===== src/rtl/irq_pkg.sv =====
package irq_pkg;

    localparam int DATA_W = 8;
    localparam int VEC_W  = 8;
    localparam int NSRC   = 5;
    localparam int NEDGE  = 2;
    localparam int SRC_W  = 3;

    typedef enum logic [SRC_W-1:0] {
        SRC_NONE = 3'd0,
        SRC_TRAP = 3'd1,
        SRC_R75  = 3'd2,
        SRC_R65  = 3'd3,
        SRC_R55  = 3'd4,
        SRC_INTR = 3'd5
    } irq_src_e;

    localparam logic [VEC_W-1:0] VEC_TRAP = 8'h24;
    localparam logic [VEC_W-1:0] VEC_R75  = 8'h3C;
    localparam logic [VEC_W-1:0] VEC_R65  = 8'h34;
    localparam logic [VEC_W-1:0] VEC_R55  = 8'h2C;

    // set-mask command byte fields
    localparam int SM_MASK_LO = 0;
    localparam int SM_LOAD    = 3;
    localparam int SM_CLR75   = 4;
    localparam int SM_SODEN   = 6;
    localparam int SM_SODVAL  = 7;

    // read-mask status byte fields
    localparam int RS_IE   = 3;
    localparam int RS_PEND = 4;
    localparam int RS_SID  = 7;

    // edge cell indices
    localparam int EDGE_TRAP = 0;
    localparam int EDGE_R75  = 1;

    typedef struct packed {
        logic              valid;
        irq_src_e          src;
        logic [VEC_W-1:0]  vec;
        logic              inta;
    } irq_grant_t;

    function automatic logic [VEC_W-1:0] vec_of(input irq_src_e s);
        logic [VEC_W-1:0] v;
        case (s)
            SRC_TRAP: v = VEC_TRAP;
            SRC_R75:  v = VEC_R75;
            SRC_R65:  v = VEC_R65;
            SRC_R55:  v = VEC_R55;
            default:  v = '0;
        endcase
        return v;
    endfunction

    function automatic irq_src_e src_of_rank(input int rank);
        return irq_src_e'(SRC_W'(rank + 1));
    endfunction

endpackage


===== src/rtl/irq_edge_cell.sv =====
module irq_edge_cell (
    input  logic clk,
    input  logic rst,
    input  logic pin_i,
    input  logic clr_i,
    output logic pend_o
);
    logic prev_q;
    logic pend_q;
    logic rise;

    // history follows the pin even in reset, so a pin high out of reset is no edge
    always_ff @(posedge clk) prev_q <= pin_i;

    assign rise = pin_i & ~prev_q;

    always_ff @(posedge clk) begin
        if (rst)
            pend_q <= 1'b0;
        else if (rise)
            pend_q <= 1'b1;
        else if (clr_i)
            pend_q <= 1'b0;
    end

    assign pend_o = pend_q;

    a_r4_edge_sets: assert property (@(posedge clk) disable iff (rst)
        $rose(pin_i) |=> pend_o);

    a_r4_clear_drops: assert property (@(posedge clk) disable iff (rst)
        (clr_i && !$rose(pin_i)) |=> !pend_o);

endmodule


===== src/rtl/irq_arbiter.sv =====
module irq_arbiter
    import irq_pkg::*;
#(
    parameter int N = NSRC
) (
    input  logic             clk,
    input  logic             rst,
    input  logic             sample_i,
    input  logic             ack_i,
    input  logic [N-1:0]     elig_i,
    output irq_grant_t       grant_o,
    output logic             ack_fire_o,
    output irq_src_e         ack_src_o
);
    irq_grant_t pick;
    irq_grant_t grant_q;
    logic       found;

    // rank 0 is the highest priority
    always_comb begin
        pick  = '0;
        found = 1'b0;
        for (int i = 0; i < N; i++) begin
            if (!found && elig_i[i]) begin
                found    = 1'b1;
                pick.src = src_of_rank(i);
            end
        end
        pick.valid = found;
        pick.vec   = vec_of(pick.src);
        pick.inta  = (pick.src == SRC_INTR);
    end

    assign ack_fire_o = ack_i & grant_q.valid;
    assign ack_src_o  = grant_q.src;

    always_ff @(posedge clk) begin
        if (rst)
            grant_q <= '0;
        else if (ack_fire_o)
            grant_q <= '0;
        else if (sample_i)
            grant_q <= pick;
    end

    assign grant_o = grant_q;

    a_r3_hold_between: assert property (@(posedge clk) disable iff (rst)
        (!sample_i && !ack_i) |=> $stable(grant_o));

    a_r6_ack_drops: assert property (@(posedge clk) disable iff (rst)
        ack_fire_o |=> !grant_o.valid);

    a_r2_inta_only_general: assert property (@(posedge clk) disable iff (rst)
        grant_o.inta |-> (grant_o.valid && grant_o.src == SRC_INTR));

endmodule


===== src/rtl/irq_ctl_regs.sv =====
module irq_ctl_regs
    import irq_pkg::*;
(
    input  logic              clk,
    input  logic              rst,
    input  logic              ei_i,
    input  logic              di_i,
    input  logic              sim_i,
    input  logic              rim_i,
    input  logic [DATA_W-1:0] acc_i,
    input  logic              sid_i,
    input  logic              ack_fire_i,
    input  irq_src_e          ack_src_i,
    input  logic              pend75_i,
    input  logic              pin65_i,
    input  logic              pin55_i,
    output logic              ie_o,
    output logic [2:0]        mask_o,
    output logic              clr75_o,
    output logic              sod_o,
    output logic [DATA_W-1:0] rim_o
);
    logic              ie_q;
    logic              saved_ie_q;
    logic              after_trap_q;
    logic [2:0]        mask_q;
    logic              sod_q;
    logic [DATA_W-1:0] rim_q;
    logic [DATA_W-1:0] status;
    logic              mask_load;
    logic              trap_ack;
    logic              unused_acc_b5;

    assign unused_acc_b5 = acc_i[5];
    assign mask_load     = sim_i & acc_i[SM_LOAD];
    assign trap_ack      = ack_fire_i & (ack_src_i == SRC_TRAP);
    assign clr75_o       = sim_i & acc_i[SM_CLR75];

    always_ff @(posedge clk) begin
        if (rst)
            ie_q <= 1'b0;
        else if (ack_fire_i)
            ie_q <= 1'b0;
        else if (ei_i)
            ie_q <= 1'b1;
        else if (di_i)
            ie_q <= 1'b0;
    end

    always_ff @(posedge clk) begin
        if (rst) begin
            saved_ie_q   <= 1'b0;
            after_trap_q <= 1'b0;
        end else if (trap_ack) begin
            saved_ie_q   <= ie_q;
            after_trap_q <= 1'b1;
        end else if (rim_i) begin
            after_trap_q <= 1'b0;
        end
    end

    always_ff @(posedge clk) begin
        if (rst)
            mask_q <= '1;
        else if (mask_load)
            mask_q <= acc_i[SM_MASK_LO +: 3];
    end

    always_ff @(posedge clk) begin
        if (rst)
            sod_q <= 1'b0;
        else if (sim_i && acc_i[SM_SODEN])
            sod_q <= acc_i[SM_SODVAL];
    end

    always_comb begin
        status                  = '0;
        status[SM_MASK_LO +: 3] = mask_q;
        status[RS_IE]           = after_trap_q ? saved_ie_q : ie_q;
        status[RS_PEND +: 3]    = {pend75_i, pin65_i, pin55_i};
        status[RS_SID]          = sid_i;
    end

    always_ff @(posedge clk) begin
        if (rst)
            rim_q <= '0;
        else if (rim_i)
            rim_q <= status;
    end

    assign ie_o   = ie_q;
    assign mask_o = mask_q;
    assign sod_o  = sod_q;
    assign rim_o  = rim_q;

    a_r6_ack_clears_ie: assert property (@(posedge clk) disable iff (rst)
        ack_fire_i |=> !ie_o);

    a_r7_ei_sets: assert property (@(posedge clk) disable iff (rst)
        (ei_i && !ack_fire_i) |=> ie_o);

    a_r10_mask_hold: assert property (@(posedge clk) disable iff (rst)
        !(sim_i && acc_i[SM_LOAD]) |=> $stable(mask_o));

    a_r10_sod_hold: assert property (@(posedge clk) disable iff (rst)
        !(sim_i && acc_i[SM_SODEN]) |=> $stable(sod_o));

endmodule


===== src/rtl/irq_vec_ctrl.sv =====
module irq_vec_ctrl
    import irq_pkg::*;
(
    input  logic              clk,
    input  logic              rst,
    input  logic              trap_i,
    input  logic              r75_i,
    input  logic              r65_i,
    input  logic              r55_i,
    input  logic              intr_i,
    input  logic              sid_i,
    input  logic              sample_i,
    input  logic              ei_i,
    input  logic              di_i,
    input  logic              sim_i,
    input  logic              rim_i,
    input  logic [7:0]        acc_i,
    input  logic              ack_i,
    output logic              req_valid_o,
    output logic [2:0]        req_src_o,
    output logic [7:0]        vector_o,
    output logic              inta_o,
    output logic [7:0]        rim_data_o,
    output logic              sod_o
);
    logic [NEDGE-1:0] edge_pin;
    logic [NEDGE-1:0] edge_clr;
    logic [NEDGE-1:0] edge_pend;
    logic [NSRC-1:0]  elig;
    logic             ie;
    logic [2:0]       mask;
    logic             clr75_sim;
    logic             ack_fire;
    irq_src_e         ack_src;
    irq_grant_t       grant;

    assign edge_pin[EDGE_TRAP] = trap_i;
    assign edge_pin[EDGE_R75]  = r75_i;
    assign edge_clr[EDGE_TRAP] = ack_fire & (ack_src == SRC_TRAP);
    assign edge_clr[EDGE_R75]  = (ack_fire & (ack_src == SRC_R75)) | clr75_sim;

    for (genvar g = 0; g < NEDGE; g++) begin : g_edge
        irq_edge_cell u_cell (
            .clk    (clk),
            .rst    (rst),
            .pin_i  (edge_pin[g]),
            .clr_i  (edge_clr[g]),
            .pend_o (edge_pend[g])
        );
    end

    // eligibility by rank: trap, 7.5, 6.5, 5.5, general
    assign elig[0] = edge_pend[EDGE_TRAP] & trap_i;
    assign elig[1] = edge_pend[EDGE_R75] & ~mask[2] & ie;
    assign elig[2] = r65_i & ~mask[1] & ie;
    assign elig[3] = r55_i & ~mask[0] & ie;
    assign elig[4] = intr_i & ie;

    irq_arbiter #(.N(NSRC)) u_arb (
        .clk        (clk),
        .rst        (rst),
        .sample_i   (sample_i),
        .ack_i      (ack_i),
        .elig_i     (elig),
        .grant_o    (grant),
        .ack_fire_o (ack_fire),
        .ack_src_o  (ack_src)
    );

    irq_ctl_regs u_regs (
        .clk        (clk),
        .rst        (rst),
        .ei_i       (ei_i),
        .di_i       (di_i),
        .sim_i      (sim_i),
        .rim_i      (rim_i),
        .acc_i      (acc_i),
        .sid_i      (sid_i),
        .ack_fire_i (ack_fire),
        .ack_src_i  (ack_src),
        .pend75_i   (edge_pend[EDGE_R75]),
        .pin65_i    (r65_i),
        .pin55_i    (r55_i),
        .ie_o       (ie),
        .mask_o     (mask),
        .clr75_o    (clr75_sim),
        .sod_o      (sod_o),
        .rim_o      (rim_data_o)
    );

    assign req_valid_o = grant.valid;
    assign req_src_o   = grant.src;
    assign vector_o    = grant.vec;
    assign inta_o      = grant.inta;

    a_r5_trap_first: assert property (@(posedge clk) disable iff (rst)
        (sample_i && !ack_i && trap_i && edge_pend[EDGE_TRAP]) |=> (req_src_o == 3'(SRC_TRAP)));

    a_r7_disabled_only_trap: assert property (@(posedge clk) disable iff (rst)
        (sample_i && !ack_i && !ie) |=> (!req_valid_o || req_src_o == 3'(SRC_TRAP)));

endmodule


===== config.mk =====
export PLATFORM = sky130hd
export DESIGN_NAME = irq_vec_ctrl
export DESIGN_NICKNAME = d
export VERILOG_FILES = /design/src/rtl/irq_pkg.sv /design/src/rtl/irq_edge_cell.sv /design/src/rtl/irq_arbiter.sv /design/src/rtl/irq_ctl_regs.sv /design/src/rtl/irq_vec_ctrl.sv
export SDC_FILE = /design/constraint.sdc
export NUM_CORES = 1
export LEC_CHECK = 0
export ABC_CLOCK_PERIOD_IN_PS = 1300
export BUFFER_PORTS_ARGS = -buffer_cell sky130_fd_sc_hd__clkbuf_2
export CAP_MARGIN = 10
export CORE_MARGIN = 5
export CORE_UTILIZATION = 42
export DETAILED_ROUTE_END_ITERATION = 8
export PLACE_DENSITY = 0.79
export SLEW_MARGIN = 20
export SYNTH_ARGS = -nofsm -noshare
export SYNTH_HDL_FRONTEND = slang
export SYNTH_SLANG_ARGS = --single-unit

===== constraint.sdc =====
create_clock -name clk -period 1.3 [get_ports clk]
set_input_delay 0.195 -clock clk [delete_from_list [all_inputs] [get_ports clk]]
set_output_delay 0.195 -clock clk [all_outputs]
set_load 0.05 [all_outputs]

Word-level counts from Yosys, hierarchy flattened
Index checks and enable logic that the tools add are counted.

Input port bits: 22. Output and inout port bits: 22. Flip-flop bits (word level): 32. Logic and storage cells: 76.

Equal/unequal tests: 7. Muxes and demuxes: 20. Bitwise logic cells: 21. Reduce and logical (&&, ||, !) cells: 14.

Operator list (number): $pmux W6 S4 (1); $and A1 B1 Y1 (15); $mux W1 (15); $mux W3 (4); $eq A3 B2 Y1 const B (3); $reduce_bool A2 Y1 (4); $eq A3 B1 Y1 const B (2); $eq A3 B3 Y1 const B (2); $logic_and A1 B1 Y1 (5); $not A1 Y1 (5); $logic_not A1 Y1 (4); $reduce_or A2 Y1 (1); $or A1 B1 Y1 (1).

Longest topological paths before layout
Word-level depth: 16. Gate-level depth with buffers: 5.

Hierarchy
From an unflattened synthesis, not the netlist that was laid out.

Cell total of the unflattened synthesis: 122. Area, all modules: 1192.4 sq um.

Modules (own cells, without submodules): irq_ctl_regs (times used 1, cells each 57, area an instance 598.1 sq um); irq_arbiter (times used 1, cells each 46, area an instance 405.4 sq um); irq_edge_cell (times used 2, cells each 5, area an instance 61.3 sq um); irq_vec_ctrl (times used 1, cells each 9, area an instance 66.3 sq um).

Worst setup path before layout
Ideal clock, no wire load.

Path kind: register to register. Start: register u_arb.grant_q (netlist bit u_arb.grant_o[12]). End: register g_edge[1].u_cell.pend_q. Setup time: 0.128 ns. Path slack: -0.323 ns. Arrival: 1.495 ns. Cell stages (with the launch flop): 5. Period minus slack after synthesis: 1.623 ns. Buffers on the path: 0. Cells stage by stage: dfxtp_1 nand2_2 or4b_1 a32oi_1 nor2_1.

Longest elaborated chain between the ends: 4.

Ends and longest elaborated chain: start, declared (RTL line irq_arbiter.sv:16) `irq_grant_t grant_q;`; start signal, assigned (RTL line irq_arbiter.sv:43) `grant_q <= pick;`; $and A1 B1 Y1 (RTL line irq_arbiter.sv:34) `assign ack_fire_o = ack_i & grant_q.valid;`; $and A1 B1 Y1 (RTL line irq_vec_ctrl.sv:40) `assign edge_clr[EDGE_R75] = (ack_fire & (ack_src == SRC_R75)) | clr75_sim;`; $or A1 B1 Y1 (RTL line irq_vec_ctrl.sv:40); $reduce_bool A2 Y1 (no line); end signal, assigned (RTL line irq_edge_cell.sv:19) `pend_q <= 1'b0;`; end signal, assigned (RTL line irq_edge_cell.sv:21) `pend_q <= 1'b1;`; end signal, assigned (RTL line irq_edge_cell.sv:23) `pend_q <= 1'b0;`; end, declared (RTL line irq_edge_cell.sv:9) `logic pend_q;`.

Every way passes these cells. A chain may end at the register's enable or synchronous reset.

Worst setup path in the final report
Ends and elaborated chain as after synthesis.

==> impl_metrics.tcl <==
set metrics [dict create \
    clkTransAtPathRegs_ns 0.14 \
    die_x_um 60.76 \
    synth-simple-area-share_pct 18.61 \
    cts_max_path_buffers 2 \
    layout_setup_ws_ns -0.004683 \
    cp_slowest_stage_delay_ns 0.49 \
    crit_path_max_fanout 4 \
    syn_inst 116 \
    die_area_um2 3692 \
    htreeDepth 1 \
    rsz0062_at_grt "yes" \
    synth-compound-area-share_pct 16.99 \
    hold_class "input port to flop" \
    clk_latency_ns 0.32 \
    synth_top_family_by_area "simple AND/OR/NAND/NOR gates" \
    syn_area_per_cell_um2 9.330 \
    hold_viol_final 0 \
    num_vias 938 \
    grt_pass1_vias 933 \
    synth_xor_area_share_pct 0 \
    critPathArrivalTime_ns 1.54 \
    initial_core_util_pct 43.69 \
    leakage_uw 0.0006615 \
    cts_tree "done" \
    grt_usage_pct 14.15 \
    grt_max_degree 17 \
    cp_cell_sequence "nand2_2 > or4b_4 > a32oi_2 > nor2_1" \
    dpl.hpwl_mm 1.886 \
    startpoint "u_arb.grant_o[12]" \
    yosysSeqAreaShare_pct 49.94 \
    ys_ff_latch 27 \
    hold_start "ei_i" \
    drc 0 \
    n_antenna_cell 0 \
    synth_area_um2 1082 \
    p_per_area_nw_per_um2 1177 \
    intPower_uw 1094 \
    power_frac_comb_pct 21.2 \
    dr.pass1.iters 4 \
    async_flop_share_pct 0 \
    p_switching_uw 509.9 \
    setup_tns_ns -0.004683 \
    drv_slew 0 \
    io_buffers 38 \
    yosysWarnings 0 \
    switching_share_pct 31.79 \
    row_count 18 \
    instances_no_fill 187 \
    dp_slack_ns 0.02899 \
    drt_iter0_markers 10 \
    r2r_start "u_arb.grant_o[12]" \
    ys.flop_type "dfxtp_1" \
    vias_per_cell 5.016 \
    peakVddDrop_uv 803.7 \
    drive_gt1_share_pct 35.03 \
    drtAntennaViolNets 0 \
    root_buffer "clkbuf_4" \
    die_h_um 60.76 \
    power.share.clock_pct 22.3 \
    fin_nets 180 \
    period_share_pct 100.4 \
    crit_path_end_kind "flop" \
    status "finished with violations" \
    worstSetupPathType "flop to flop" \
    wl_per_cell_um 13.20 \
    timing.hold.ws_ns 0.06748 \
    placed_cells 181 \
    path_delay_family "simple AND/OR/NAND/NOR gates" \
    ys_types 28 \
    area_growth_pct 25.90 \
    drv_cap 0 \
    core-area_um2 2477 \
    grt_pass1_wl_mm 3.926 \
    slowest_stage "or4b_4" \
    synthAdderAreaFrac_pct 0 \
    fmax_ghz 0.7665 \
    final_common_cell "clkbuf_2" \
    power_frac_seq_pct 56.5 \
    num_io_pins 44 \
    min_period_ns 1.305 \
    cp_data_required_time_ns 1.54 \
    antenna_found_initial 0 \
    finalWirelength_mm 2.469 \
    setup_viol 1 \
    violations "negative setup slack" \
    cts-buffers-inserted 3 \
    gp_congestion 0.8244 \
    layout_common_cells "clkbuf_2, dfxtp_1, nor2_1, nand2_1" \
    numClockSinks 27 \
    finClkSkew_ns 0.008446 \
    muxShareOfSynthArea_pct 8.324 \
    synth-edff-count 0 \
    critPathLaunchType "flop" \
    cp_num_buf_inv 0 \
    grt_overflow 0 \
]
-- area by class of cell --
cell class / count / area [um^2]
fill: 238 / 1115
sequential: 27 / 548.0
multi-input combinational: 81 / 513.0
timing repair buffer: 42 / 225.2
tap: 30 / 37.54
clock buffer: 3 / 22.52
inverter: 3 / 11.26
clock inverter: 1 / 5.005
-- metal layers --
metal | wire length [um] | GRT usage [%]
met1 | 983 | 15.95
met2 | 1284 | 24.73
met3 | 175 | 3.830
met4 | 25 | 6.502
met5 | 0 | 0
-- flip-flops by register name (all words and copies together) (netlist names) --
signal / cells
u_arb.ack_src_o: 3
g_edge.u_cell.prev_q: 2
u_regs.sod_o: 1
u_regs.rim_o: 8
u_regs.saved_ie_q: 1
u_arb.grant_o: 5
u_regs.after_trap_q: 1
g_edge.u_cell.pend_o: 2
u_regs.ie_o: 1
u_regs.mask_o: 3
-- power groups by stage --
stage                     Sequential (uW)  Combinational, uW  Clock, uW
after global placement                920                320          0
final                                 906                340        358
after global routing                  912                367        396
after CTS                             904                335        364
after floorplan                      1020                142          0
after detailed placement              923                327          0
-- through the flow --
step	power (uW)	instance area (um^2)	utilization, %
2_1_floorplan	1164	1101	-
3_3_place_gp	1240	1292	52.17
3_5_place_dp	1250	1292	52.17
4_1_cts	1603	1338	53.99
5_1_grt	1675	1363	55.00
6_report	1604	1363	55.00
-- worst min-delay path: cells and delay by family --
| kind | cells | cell delay, ns |
|---|---|---|
| buffers and inverters | 1 | 0.08 |
| AOI/OAI and AO/OA | 1 | 0.04 |
| and+or+nand+nor | 1 | 0.06 |
-- timing repair --
action / 4_1_cts / 5_1_grt
hold endpoints to repair: 1 / 1
pin swaps: 0 / 1
hold buffers: 1 / 1
endpoints found under the setup margin: 1 / 5
buffers inserted: 0 / 0
gates resized for setup: 1 / 3
-- cell families (layout without fill, tap and decap cells) --
| group | count (synthesis) | count (layout) |
|---|---|---|
| AOI/OAI and AO/OA | 28 | 28 |
| buffers and inverters | 11 | 49 |
| DFF | 27 | 27 |
| muxes | 9 | 9 |
| other | 1 | 4 |
| and+or+nand+nor | 40 | 40 |
-- final timing paths --
| path | end | slack, ns | depth (start not counted) |
|---|---|---|---|
| worst max-delay path | g_edge[1].u_cell.pend_o | -0.005 | 4 |
| worst min-delay path | u_regs.ie_o | 0.07 | 3 |
| worst max register to register | g_edge[1].u_cell.pend_o | -0.005 | 4 |
| worst min register to register | u_regs.sod_o | 0.49 | 2 |
-- cells in the mapped netlist (2+ instances only) --
library cell / n / area share (%)
a211o_1: 3 / 2.4
a21oi_1: 10 / 4.6
a32oi_1: 2 / 1.6
and3_1: 3 / 1.7
buf_2: 2 / 0.92
buf_4: 5 / 3.5
dfxtp_1: 27 / 50
inv_1: 3 / 1.0
mux2i_1: 9 / 8.3
nand2_1: 11 / 3.8
nand2b_1: 4 / 2.3
nor2_1: 13 / 4.5
nor2b_1: 4 / 2.3
o211a_1: 2 / 1.8
o21ai_0: 5 / 2.3
(Power assumes the default switching activity.)
